File: src/rtl/seqdiv_pkg.sv
// Package: shared types for the sequential divider.
// Assumes: nothing beyond IEEE 1800-2017.
package seqdiv_pkg;

    // Controller phase of an operation
    typedef enum logic [1:0] {
        ST_IDLE = 2'd0,
        ST_ITER = 2'd1,
        ST_FIX  = 2'd2
    } seqdiv_state_e;

    // Iteration scheme chosen per operation
    typedef enum logic {
        ALG_RESTORE = 1'b0,
        ALG_NONREST = 1'b1
    } seqdiv_alg_e;

endpackage

File: src/rtl/seqdiv_addsub.sv
// Module: seqdiv_addsub
// Two's-complement adder/subtractor of width WD, shared by every step of
// both division schemes. y = a + b when sub_i = 0, y = a - b when sub_i = 1.
// Assumes: the result wraps modulo 2**WD; the caller keeps values in range.
module seqdiv_addsub #(
    parameter int WD = 9
) (
    input  logic [WD-1:0] a_i,
    input  logic [WD-1:0] b_i,
    input  logic          sub_i,
    output logic [WD-1:0] y_o
);

    logic [WD-1:0] b_eff;

    // Invert the right operand for subtraction; the carry-in completes it
    always_comb begin
        b_eff = b_i ^ {WD{sub_i}};
        y_o   = a_i + b_eff + {{(WD-1){1'b0}}, sub_i};
    end

endmodule

File: src/rtl/seqdiv_ctrl.sv
// Module: seqdiv_ctrl
// Sequencer for the divider: accepts a start when idle, runs W iteration
// cycles, adds one correction cycle for the non-restoring scheme, and
// produces the completion pulse and the divide-by-zero flag.
// Assumes: divisor_zero_i reflects the divisor presented with start_i.
module seqdiv_ctrl
    import seqdiv_pkg::*;
#(
    parameter int W = 8
) (
    input  logic        clk,
    input  logic        rst_n,
    input  logic        start_i,
    input  logic        mode_i,
    input  logic        divisor_zero_i,
    output logic        load_o,
    output logic        zload_o,
    output logic        step_o,
    output logic        fix_o,
    output seqdiv_alg_e alg_o,
    output logic        busy_o,
    output logic        done_o,
    output logic        div_zero_o
);

    localparam int CW = $clog2(W + 1);
    localparam logic [CW-1:0] LAST_STEP = CW'(W - 1);

    seqdiv_state_e state_q;
    logic [CW-1:0] step_cnt_q;
    seqdiv_alg_e   alg_q;
    logic          done_q;
    logic          dz_q;
    logic          accept;

    // Decode the datapath strobes from the current phase
    always_comb begin
        accept  = (state_q == ST_IDLE) && start_i;
        load_o  = accept && !divisor_zero_i;
        zload_o = accept && divisor_zero_i;
        step_o  = (state_q == ST_ITER);
        fix_o   = (state_q == ST_FIX);
        busy_o  = (state_q != ST_IDLE);
    end

    // Phase register, iteration counter and latched scheme
    always_ff @(posedge clk) begin
        if (!rst_n) begin
            state_q    <= ST_IDLE;
            step_cnt_q <= '0;
            alg_q      <= ALG_RESTORE;
        end else begin
            case (state_q)
                ST_IDLE: begin
                    if (load_o) begin
                        state_q    <= ST_ITER;
                        step_cnt_q <= '0;
                        alg_q      <= seqdiv_alg_e'(mode_i);
                    end
                end
                ST_ITER: begin
                    step_cnt_q <= step_cnt_q + 1'b1;
                    if (step_cnt_q == LAST_STEP) begin
                        state_q <= (alg_q == ALG_NONREST) ? ST_FIX : ST_IDLE;
                    end
                end
                ST_FIX: begin
                    state_q <= ST_IDLE;
                end
                default: begin
                    state_q <= ST_IDLE;
                end
            endcase
        end
    end

    // Completion pulse: high for the one cycle after the finishing edge
    always_ff @(posedge clk) begin
        if (!rst_n) begin
            done_q <= 1'b0;
        end else begin
            done_q <= zload_o
                   || (fix_o)
                   || (step_o && (step_cnt_q == LAST_STEP) && (alg_q == ALG_RESTORE));
        end
    end

    // Divide-by-zero flag: set by a zero-divisor start, cleared by any other
    always_ff @(posedge clk) begin
        if (!rst_n) begin
            dz_q <= 1'b0;
        end else if (accept) begin
            dz_q <= divisor_zero_i;
        end
    end

    assign alg_o      = alg_q;
    assign done_o     = done_q;
    assign div_zero_o = dz_q;

endmodule

File: src/rtl/seqdiv_dpath.sv
// Module: seqdiv_dpath
// Shared datapath for both schemes: partial remainder acc (W+1 bits, top
// bit is the sign), quotient shift register quo (starts with the dividend)
// and divisor register dvs. One adder/subtractor serves all steps.
// Assumes: at most one of load_i, zload_i, step_i, fix_i is high per cycle.
module seqdiv_dpath
    import seqdiv_pkg::*;
#(
    parameter int W = 8
) (
    input  logic         clk,
    input  logic         rst_n,
    input  logic         load_i,
    input  logic         zload_i,
    input  logic         step_i,
    input  logic         fix_i,
    input  seqdiv_alg_e  alg_i,
    input  logic [W-1:0] dividend_i,
    input  logic [W-1:0] divisor_i,
    output logic         divisor_zero_o,
    output logic [W-1:0] quotient_o,
    output logic [W-1:0] remainder_o
);

    localparam int AW = W + 1;

    logic [AW-1:0] acc_q;
    logic [W-1:0]  quo_q;
    logic [W-1:0]  dvs_q;

    logic [AW-1:0] shifted;
    logic [AW-1:0] lhs;
    logic [AW-1:0] rhs;
    logic          do_sub;
    logic [AW-1:0] sum;
    logic [AW-1:0] acc_next;
    logic          qbit;

    // Flag a zero divisor on the operand inputs
    assign divisor_zero_o = (divisor_i == '0);

    // Form the adder operands: shifted remainder during steps, plain acc in fix
    always_comb begin
        shifted = {acc_q[W-1:0], quo_q[W-1]};
        lhs     = fix_i ? acc_q : shifted;
        rhs     = {1'b0, dvs_q};
        if (fix_i) begin
            do_sub = 1'b0;
        end else if (alg_i == ALG_RESTORE) begin
            do_sub = 1'b1;
        end else begin
            do_sub = !acc_q[W];
        end
    end

    seqdiv_addsub #(
        .WD (AW)
    ) u_addsub (
        .a_i   (lhs),
        .b_i   (rhs),
        .sub_i (do_sub),
        .y_o   (sum)
    );

    // Pick the next remainder and quotient bit for one iteration
    always_comb begin
        if (alg_i == ALG_RESTORE) begin
            acc_next = sum[W] ? shifted : sum;
        end else begin
            acc_next = sum;
        end
        qbit = !sum[W];
    end

    // Remainder, quotient and divisor registers
    always_ff @(posedge clk) begin
        if (!rst_n) begin
            acc_q <= '0;
            quo_q <= '0;
            dvs_q <= '0;
        end else if (load_i) begin
            acc_q <= '0;
            quo_q <= dividend_i;
            dvs_q <= divisor_i;
        end else if (zload_i) begin
            acc_q <= {1'b0, dividend_i};
            quo_q <= '1;
            dvs_q <= '0;
        end else if (step_i) begin
            acc_q <= acc_next;
            quo_q <= {quo_q[W-2:0], qbit};
        end else if (fix_i) begin
            if (acc_q[W]) begin
                acc_q <= sum;
            end
        end
    end

    assign quotient_o  = quo_q;
    assign remainder_o = acc_q[W-1:0];

endmodule

File: src/rtl/seqdiv_unit.sv
// Module: seqdiv_unit (top)
// Iterative unsigned divider with per-operation choice of the restoring or
// non-restoring scheme on one shared datapath.
// Assumes: W >= 2; start_i is honoured only while idle.
module seqdiv_unit
    import seqdiv_pkg::*;
#(
    parameter int W = 8
) (
    input  logic         clk,
    input  logic         rst_n,
    input  logic         start_i,
    input  logic         mode_i,
    input  logic [W-1:0] dividend_i,
    input  logic [W-1:0] divisor_i,
    output logic [W-1:0] quotient_o,
    output logic [W-1:0] remainder_o,
    output logic         done_o,
    output logic         div_zero_o
);

    logic        load;
    logic        zload;
    logic        step;
    logic        fix;
    logic        busy;
    logic        divisor_zero;
    seqdiv_alg_e alg;

    seqdiv_ctrl #(
        .W (W)
    ) u_ctrl (
        .clk            (clk),
        .rst_n          (rst_n),
        .start_i        (start_i),
        .mode_i         (mode_i),
        .divisor_zero_i (divisor_zero),
        .load_o         (load),
        .zload_o        (zload),
        .step_o         (step),
        .fix_o          (fix),
        .alg_o          (alg),
        .busy_o         (busy),
        .done_o         (done_o),
        .div_zero_o     (div_zero_o)
    );

    seqdiv_dpath #(
        .W (W)
    ) u_dpath (
        .clk            (clk),
        .rst_n          (rst_n),
        .load_i         (load),
        .zload_i        (zload),
        .step_i         (step),
        .fix_i          (fix),
        .alg_i          (alg),
        .dividend_i     (dividend_i),
        .divisor_i      (divisor_i),
        .divisor_zero_o (divisor_zero),
        .quotient_o     (quotient_o),
        .remainder_o    (remainder_o)
    );

endmodule

File: config.mk
export PLATFORM = sky130hd
export DESIGN_NAME = seqdiv_unit
export DESIGN_NICKNAME = d
export VERILOG_FILES = /design/src/rtl/seqdiv_pkg.sv /design/src/rtl/seqdiv_addsub.sv /design/src/rtl/seqdiv_ctrl.sv /design/src/rtl/seqdiv_dpath.sv /design/src/rtl/seqdiv_unit.sv
export SDC_FILE = /design/constraint.sdc
export NUM_CORES = 1
export LEC_CHECK = 0
export BUFFER_PORTS_ARGS = -buffer_cell sky130_fd_sc_hd__buf_4
export CELL_PAD_IN_SITES_DETAIL_PLACEMENT = 0
export CELL_PAD_IN_SITES_GLOBAL_PLACEMENT = 1
export CORE_UTILIZATION = 35
export DETAILED_ROUTE_END_ITERATION = 7
export PLACE_DENSITY = 0.73
export SLEW_MARGIN = 15
export SYNTH_ARGS = -nofsm -noshare
export SYNTH_HDL_FRONTEND = slang
export SYNTH_SLANG_ARGS = --single-unit
export TNS_END_PERCENT = 100
File: constraint.sdc
create_clock -name clk -period 3.1 [get_ports clk]
set_input_delay 0.62 -clock clk [delete_from_list [all_inputs] [get_ports clk]]
set_output_delay 0.62 -clock clk [all_outputs]
set_load 0.02 [all_outputs]
**After elaboration in Yosys (flattened, before gate mapping)**

Cells that the tools add are included.
W data, S select, Z words.

- Bitwise gates (word level): 3
- $add $sub $neg: 3
- Equal/unequal tests: 5
- Muxes and demuxes: 20
- Reduce and logical (&&, ||, !) cells: 24

Operators by type and width:

| kind | count |
|---|---|
| $mux W9 | 6 |
| $mux W8 | 6 |
| $add A9 B1 Y9 | 1 |
| $add A9 B9 Y9 | 1 |
| $reduce_bool A3 Y1 | 3 |
| $xor A8 B9 Y9 | 1 |
| $logic_not A8 Y1 | 1 |
| $pmux W4 S2 | 1 |
| $reduce_and A2 Y1 | 4 |
| $mux W2 | 3 |
| $reduce_bool A2 Y1 | 3 |
| $logic_and A1 B1 Y1 | 5 |
| $add A4 B1 Y4 const B | 1 |
| $eq A4 B3 Y1 const B | 1 |
| $mux W4 | 1 |
| $ne A2 B2 Y1 const B | 2 |
| $pmux W2 S2 | 1 |
| $logic_not A1 Y1 | 3 |
| $reduce_or A3 Y1 | 1 |
| $eq A2 B1 Y1 const B | 1 |
| $eq A2 B2 Y1 const B | 1 |
| $logic_not A2 Y1 | 1 |
| $logic_or A1 B1 Y1 | 2 |
| $mux W1 | 2 |
| other kinds (2) | 3 |

- Input bits: 20
- Output and inout bits: 18
- Flip-flop bits (word level): 34
- Word-level logic and storage cells: 64

**Logic depth before layout (Yosys ltp)**

Gate-level depths: netlist of run 1.

- Word-level depth: 10
- Mapped depth: 14
- Mapped depth without buffers: 13

**By module**

A second synthesis of run 1 with hierarchy kept.

- Cells, all modules: 264
- Area total of the unflattened synthesis: 2344.7 sq um

Modules (own cells, without submodules):

| module | area each (sq um) | times used | cells each | seq. area each (sq um) |
|---|---|---|---|---|
| seqdiv_dpath | 1431.4 | 1 | 153 | 500.5 |
| seqdiv_addsub | 489.2 | 1 | 63 | 0.0 |
| seqdiv_ctrl | 424.2 | 1 | 48 | 180.2 |

**Worst setup path before layout of run 1**

OpenSTA, ideal clock, no wires.

- Path kind: register -> register
- Start: register u_ctrl.state_q[0]
- End: register u_dpath.acc_q[2]
- Data arrival time: 3.312 ns
- Period minus slack after synthesis: 3.442 ns
- Buffers on the path: 1
- Library setup time: 0.130 ns
- Slack: -0.342 ns
- Stages on the path, launching flop included: 15
- Cell sequence: dfxtp_1 inv_1 ha_1 clkbuf_1 a21oi_1 xor2_1 inv_1 fa_1 nor2b_1 o31ai_2 a21oi_4 mux2i_2 mux2_1 nor2_1 o32ai_1

- Word-level cells in the longest chain between the ends: 9

RTL lines:

| what | RTL line | source |
|---|---|---|
| from (decl) | seqdiv_ctrl.sv:29 | `seqdiv_state_e state_q;` |
| from (signal assigned) | seqdiv_ctrl.sv:64 | `state_q <= (alg_q == ALG_NONREST) ? ST_FIX : ST_IDLE;` |
| $eq A2 B2 Y1 | seqdiv_ctrl.sv:42 | `fix_o = (state_q == ST_FIX);` |
| $mux W1 | seqdiv_dpath.sv:47 | `if (fix_i) begin` |
| $xor A8 B9 Y9 | seqdiv_addsub.sv:18 | `b_eff = b_i ^ {WD{sub_i}};` |
| $add A9 B9 Y9 | seqdiv_addsub.sv:19 | `y_o = a_i + b_eff + {{(WD-1){1'b0}}, sub_i};` |
| $add A9 B1 Y9 | seqdiv_addsub.sv:19 |  |
| $mux W9, on equally long branches | seqdiv_dpath.sv:93, seqdiv_dpath.sv:68 |  |
| $mux W9, on equally long branches | seqdiv_dpath.sv:92, seqdiv_dpath.sv:67 |  |
| $mux W9 | seqdiv_dpath.sv:89 | `end else if (step_i) begin` |
| $mux W8 | seqdiv_dpath.sv:85 | `end else if (zload_i) begin` |
| to (signal assigned) | seqdiv_dpath.sv:86 | `acc_q <= {1'b0, dividend_i};` |
| to (signal assigned) | seqdiv_dpath.sv:90 | `acc_q <= acc_next;` |
| to (signal assigned) | seqdiv_dpath.sv:94 | `acc_q <= sum;` |
| to (decl) | seqdiv_dpath.sv:27 | `logic [AW-1:0] acc_q;` |

Parallel ways exist; a longest one is shown, timed or not. The select of a mux whose other input is x is not followed.
A chain may end at the register's enable or synchronous reset.

**Worst setup path after layout of run 1**

Ends and elaborated chain as after synthesis.

==> results of run 1 <==
timing repair:
action | in CTS | in global routing
pin swaps | 0 | 2
endpoints found under the setup margin | 4 | 7
resized for setup | 1 | 2
stage by stage:
| step | setup TNS [ns] | power, W |
|---|---|---|
| final | 0 | 0.00128 |
| after detailed placement | -0.0174 | 0.000933 |
| after floorplan | 0 | 0.000795 |
| after global routing | 0 | 0.00136 |
| after global placement | 0 | 0.000932 |
| after CTS | 0 | 0.00129 |
synthesized netlist by cell type (3+ instances only):
cell and count:
mux2i_1 6, nor3_1 4, nand3_1 5, a311oi_1 3, nor4_1 3, o22ai_1 5
nand2_1 38, dfxtp_1 34, buf_2 3, a21boi_0 11, nand4_1 3, clkbuf_1 9
a21oi_1 9, buf_4 9, xor2_1 10, ha_1 11, mux2_2 14, inv_1 7
nor2_1 14, xnor2_1 5, o21ai_0 10, o221a_2 8, and2_1 4, o21a_1 4
nor2b_1 8, and3_1 3
registers in the layout (all words and copies together), names as in the netlist:
register            cells
u_ctrl.div_zero_o       1
u_dpath.acc_q           9
u_ctrl.state_q          2
u_dpath.dvs_q           8
u_dpath.quotient_o      8
u_ctrl.done_o           1
u_ctrl.step_cnt_q       4
u_ctrl.alg_o            1
per-layer routing:
layer | vias to the layer above | GRT usage, % | share of wire [%]
li1 | 1049 | - | -
met1 | 980 | 23.4 | 48
met2 | 49 | 29.4 | 47
met3 | 9 | 4.45 | 4.0
met4 | 0 | 4.31 | 1.3
met5 | - | 0 | 0
where the power goes:
group	switching [W]	internal, W
clock network	0.000175	0.000179
logic	0.000227	0.000206
registers	0.0000259	0.000466
area by class of cell:
cell class / count / area (µm²) / share of cell area (%)
clock buffers: 6 / 82.6 / 2.91
well taps: 77 / 96.3 / 3.40
repair buffers: 53 / 398 / 14.0
inverters: 7 / 26.3 / 0.926
clock inverters: 2 / 12.5 / 0.441
multi-input cells: 209 / 1540 / 54.3
flip-flops and latches: 34 / 681 / 24.0
worst paths after layout:
| kind | start | to | slack [ns] | depth (start not counted) |
|---|---|---|---|---|
| setup reg to reg | u_ctrl.state_q[0] | u_dpath.acc_q[2] | 0.19 | 13 |
| setup / recovery | u_ctrl.state_q[0] | u_dpath.acc_q[2] | 0.19 | 13 |
| hold / removal | u_dpath.dvs_q[3] | u_dpath.dvs_q[3] | 0.49 | 2 |
| hold reg to reg | u_dpath.dvs_q[3] | u_dpath.dvs_q[3] | 0.49 | 2 |
tightest hold or removal path, delay by kind of cell, from the launching register on:
kind	cells	cell delay, ns
and+or+nand+nor	1	0.05
AOI/OAI and AO/OA	1	0.06
DFF	1	0.32
kinds of logic (layout without fill, tap and decap cells):
group                      after synthesis  count (layout)  share of synthesized area, %
muxes                                   23              23                          11.3
and+or+nand+nor                         90              90                          18.5
DFF                                     34              34                          29.1
xor gates and xnor gates                15              15                          5.61
adders and majority gates               12              12                          6.74
buffers and inverters                   29              68                          6.26
AOI/OAI and AO/OA                       69              69                          22.5
==> results by group, run 1 <==
Timing
  – Endpoints failing setup: 0
  – RSZ-0062 raised after global routing: false
  – Hold Fails Final Rpt: 0
  – Fmax: 0.344 GHz
  – Period utilisation layout: 93.7%
  – Slew Limit Headroom: 62.6%
  – Final Max Slew Viols: 0
  – Final setup margin: 0.194 ns
  – Hold_ws: 0.486 ns
  – Period minus WS final: 2.91 ns
  – Setup Skew: 0.00515 ns
  – Measured slew at the worst slew-check pin: 0.559 ns

Global route
  – Grt ovf: 0
  – Initial antenna violation count: 0
  – Pin count of the biggest net entering global routing: 30
  – First-pass GRT wire length: 9930 µm
  – GRT Resource Usage Total: 17.9%
  – Vias in the first global route: 2036

Floorplan
  – Site Rows: 29
  – Die height: 83.8 µm
  – CORE AREA: 0.00639 mm²
  – Starting Density: 36.6%
  – Die ar.: 0.00702 mm²
  – # IOs: 38
  – Die W: 83.8 µm

Route
  – WL final: 5950 µm
  – Residual DRC: 0
  – Vias post-DR: 2087
  – Vias per Instance: 5.38
  – ANT nets after route: 0
  – Routed len/inst: 15.3 µm
  – Total iterations of the first detailed-routing run: 4
  – Initial DRC count: 107

Place
  – Post-DP HPWL: 4630 µm
  – Placed Area: 0.00273 mm²
  – Cell count after placement: 380
  – Port Buffers: 37
  – Pre-CTS setup slack: -0.0174 ns
  – Routability cong.: 0.803

Layout
  – Highest-count cells in the layout ignoring fill and taps: 53 x buf_4, 38 x nand2_1, 34 x dfxtp_1
  – Antenna diodes: 0
  – Fill count: 649
  – Most common cell after layout, fill and taps aside: buf_4
  – Finished Layout Cells: 388
  – Finished Core Util: 44.4%
  – Nets@finish: 342
  – Post-route cell area: 0.00284 mm²
  – Share of post-route cells with drive strength above 1: 30.9%
  – Syn-to-layout area delta: 21.3%

Critical path
  – CP Class: reg2reg
  – Worst path buffer plus inverter count: 2
  – CP peak stage delay: 0.42 ns
  – Setup crit end kind: register
  – Startpoint Class: register
  – CP required: 3.26 ns
  – Cell Chain, Critical Path: inv_1, ha_4, a21oi_4, xor2_1, inv_1, fa_2, nor2b_2, o31ai_2, a21oi_4, mux2i_2, mux2_1, nor2_1, o32ai_1
  – Worst-path maximum fanout: 11
  – Critical-path top delay cell: fa_2
  – Critical path arrival: 3.07 ns
  – Family with the most delay on the worst path: adder cells

Power
  – Leak Pwr: 1.20 nW
  – Worst VDD drop: 0.206 mV
  – PwrDens: 450 mW/mm²

Clocking
  – Hold_buf cts: 0
  – Clock root buffer: clkbuf_8
  – Total setup buffers inserted after CTS: 0
  – CTS tree: yes
  – Num CTS Buffers: 5
  – Clock buffer depth: 2
  – Clk_lat worst skew: 0.29 ns
  – Max H-tree Level: 2
  – Clock sink count: 34
  – Clock-pin slew on the worst setup and hold paths: 0.07 ns

Yosys
  – Yosys warns: 0
  – Yosys top cell by area: dfxtp_1
  – Seq cells post-synth: 34
  – Predominant post-synthesis flop cell: dfxtp_1
  – Register area share after synthesis: 29.1%
  – Synth async-reset ratio: 0%
  – EDFF count, synth: 0
  – Post-Synthesis Cell Area: 0.00234 mm²
  – Syn_area_per_cell: 8.60 µm²
  – Top-area cell type share of the netlist area: 29.1%
  – Yosys cell types: 53
  – Synth Instances: 272
  – Syn Nets: 304
  – Synth area leaders: dfxtp_1 29%, mux2_2 6.7%, nand2_1 6.1%

Run
  – Max Cap Violations: 0

Hold path
  – Hold Crit Class: reg2reg

Status
  – Status: finished, final reports clean
Note: power is estimated with default switching activity, not from simulation.
==> inputs of run 2 (changes only) <==
--- a/config.mk
+++ b/config.mk
@@ -10,7 +10,7 @@
 export CELL_PAD_IN_SITES_GLOBAL_PLACEMENT = 1
 export CORE_UTILIZATION = 35
 export DETAILED_ROUTE_END_ITERATION = 7
-export PLACE_DENSITY = 0.73
+export PLACE_DENSITY_LB_ADDON = 0.1
 export SLEW_MARGIN = 15
 export SYNTH_ARGS = -nofsm -noshare
 export SYNTH_HDL_FRONTEND = slang
==> results by group, run 2 (synthesized netlist as in run 1, its figures left out) <==
Power
  – Clock share of power: 30.3% (+2.6 points)
  – Leak Pwr: 1.23 nW (+3.2%)
  – Comb pwr share: 33.1% (-0.8 points)
  – PwrDens: 459 mW/mm² (+1.8%)
  – Sw frac: 31.8% (-1.7 points)
  – Power Internal: 0.000914 W (+7.4%)
  – Sequential power share: 36.7% (-1.8 points)
  – NetSw: 0.000426 W (-0.53%)
  – Worst VDD drop: 0.214 mV (+3.8%)

Clocking
  – Clk_lat worst skew: 0.29 ns (about the same)
  – CTS tree: yes
  – Clock root buffer: clkbuf_8
  – Total setup buffers inserted after CTS: 0 (unchanged)
  – Clock buffer depth: 2 (unchanged)
  – Clock-pin slew on the worst setup and hold paths: 0.07 ns (about the same)
  – Clock sink count: 34 (unchanged)
  – Num CTS Buffers: 5 (unchanged)
  – Max H-tree Level: 2 (unchanged)

Layout
  – Highest-count cells in the layout ignoring fill and taps: 57 x buf_4, 38 x nand2_1, 34 x dfxtp_1
  – Top reg by flops: u_dpath.acc_q
  – Max FFs per register: 9 (unchanged)
  – Antenna diodes: 0 (unchanged)
  – Fill count: 667 (+2.8%)
  – Nets@finish: 347 (+1.5%)
  – Share of post-route cells with drive strength above 1: 32.0% (+1.1 points)
  – Most common cell after layout, fill and taps aside: buf_4
  – Syn-to-layout area delta: 24.8%

Place
  – Post-DP HPWL: 4910 µm (+6.1%)
  – Port Buffers: 37 (unchanged)
  – Routability cong.: 0.837 (+4.3%)

Route
  – Total iterations of the first detailed-routing run: 4 (unchanged)
  – Vias post-DR: 2090 (+0.14%)
  – Wire length on met2: 2950 µm (+6.4%)
  – Residual DRC: 0 (unchanged)
  – Initial DRC count: 117 (+9.3%)
  – WL final: 6370 µm (+7.0%)
  – ANT nets after route: 0 (unchanged)
  – Met3 WL: 297 µm (+26%)
  – Vias per Instance: 5.32 (-1.1%)
  – Top routing layer in use: met4
  – Routed len/inst: 16.2 µm (+5.7%)
  – Wire length on met1: 3050 µm (+6.6%)

Floorplan
  – Die ar.: 0.00702 mm² (unchanged)
  – Starting Density: 36.6% (unchanged)
  – CORE AREA: 0.00639 mm² (unchanged)
  – Die height: 83.8 µm (unchanged)
  – Die W: 83.8 µm (unchanged)
  – # IOs: 38 (unchanged)
  – Site Rows: 29 (unchanged)

Timing
  – Measured slew at the worst slew-check pin: 0.515 ns (-0.0442 ns)
  – Final Max Slew Viols: 0 (unchanged)
  – Setup tns final: 0 ns (unchanged)
  – Slew Limit Headroom: 65.6% (+3.0 points)
  – Period minus WS final: 2.90 ns (-0.00928 ns)
  – Period utilisation layout: 93.4% (-0.30 points)
  – RSZ-0062 raised after global routing: false
  – Setup Skew: 0.00484 ns (-0.000308 ns)
  – Hold Fails Final Rpt: 0 (unchanged)
  – Endpoints failing setup: 0 (unchanged)
  – Hold_ws: 0.482 ns (-0.00403 ns)
  – Fmax: 0.345 GHz (+0.32%)

Critical path
  – Worst path buffer plus inverter count: 2 (unchanged)
  – CP required: 3.26 ns (about the same)
  – Reg2Reg Launch Point: u_ctrl.state_q[0]
  – Setup crit end kind: register
  – CP peak stage delay: 0.42 ns (about the same)
  – Critical path arrival: 3.05 ns (-0.02 ns)
  – Worst-path maximum fanout: 6 (-5)
  – Reg2Reg Depth: 13 (unchanged)
  – R2R Path End: u_dpath.acc_q[2]
  – Critical-path top delay cell: fa_2
  – Reg-to-reg setup timing slack: 0.20 ns (about the same)
  – Cell Chain, Critical Path: inv_1, ha_4, a21oi_4, xor2_2, inv_1, fa_2, nor2b_2, o31ai_4, a21oi_4, mux2i_2, mux2_1, nor2_1, o32ai_1
  – Family with the most delay on the worst path: adder cells
  – Startpoint Class: register
  – CP Class: reg2reg

Global route
  – Initial antenna violation count: 0 (unchanged)
  – Grt ovf: 0 (unchanged)
  – First-pass GRT wire length: 10600 µm (+6.5%)
  – Vias in the first global route: 2068 (+1.6%)
  – Pin count of the biggest net entering global routing: 30 (unchanged)
  – GRT Resource Usage Total: 19.1% (+1.2 points)

Run
  – Max Cap Violations: 0 (unchanged)

Hold path
  – Hold Crit Class: reg2reg
  – HP Start: u_dpath.dvs_q[2]
  – Hold EP: u_dpath.dvs_q[2]
  – Hold depth: 2 (unchanged)

Status
  – Status: finished, final reports clean
## run 2: metrics by stage
stage                     setup slack [ns]  total power, W  cells  area, µm²  utilization, %
after floorplan                    0.00691        0.000795    272       2360               -
after detailed placement            0.0153        0.000937    385       2780            43.5
after global routing              0.000890         0.00142    393       2920            45.7
after CTS                           0.0707         0.00135    393       2890            45.2
final                                0.204         0.00134    393       2920            45.7
after global placement               0.130        0.000938    385       2780            43.5
## run 2: cell type report
class,count,area (µm²),share of cell area [%]
Clock buffer,7,76.3,2.61
Clock inverter,1,30.0,1.03
Inverter,7,26.3,0.900
Multi-Input combinational cell,209,1560,53.5
Sequential cell,34,681,23.3
Tap cell,77,96.3,3.30
Timing Repair Buffer,58,448,15.3
## run 2: how the worst max path moves through the flow
stage                                 start               end  slack, ns  cells after the start
final                     u_ctrl.state_q[0]  u_dpath.acc_q[2]       0.20                     13
after global routing      u_ctrl.state_q[0]  u_dpath.acc_q[1]     0.0009                     14
after CTS                 u_ctrl.state_q[0]  u_dpath.acc_q[2]       0.07                     13
after detailed placement  u_ctrl.state_q[0]  u_dpath.acc_q[2]       0.02                     13
after global placement    u_ctrl.state_q[0]  u_dpath.acc_q[2]       0.13                     13
after floorplan           u_ctrl.state_q[0]  u_dpath.acc_q[2]      0.007                     14
## run 2: repair_timing
item / CTS / global route
pin swaps: 0 / 1
gates cloned: 0 / 0
endpoints found under the setup margin: 1 / 8
gates resized for setup: 1 / 5
hold buffers: 0 / 0
## run 2: worst min-delay path, delay by kind of cell, from the launching register on
kind	cells	cell delay, ns
and+or+nand+nor	1	0.05
AOI/OAI and AO/OA	1	0.07
DFF	1	0.32
## run 2: power by group through the flow
stage / logic (W) / clock network (W) / registers [W]
floorplan: 0.000285 / 0 / 0.000510
global placement: 0.000437 / 0 / 0.000501
detailed placement: 0.000436 / 0 / 0.000501
CTS: 0.000438 / 0.000419 / 0.000491
global route: 0.000485 / 0.000438 / 0.000496
finish: 0.000443 / 0.000405 / 0.000491
## run 2: per-layer routing
metal	GRT usage, %	up-vias
met5	0	-
met4	5.08	0
met3	4.85	6
met2	31.0	55
met1	25.2	971
li1	-	1058
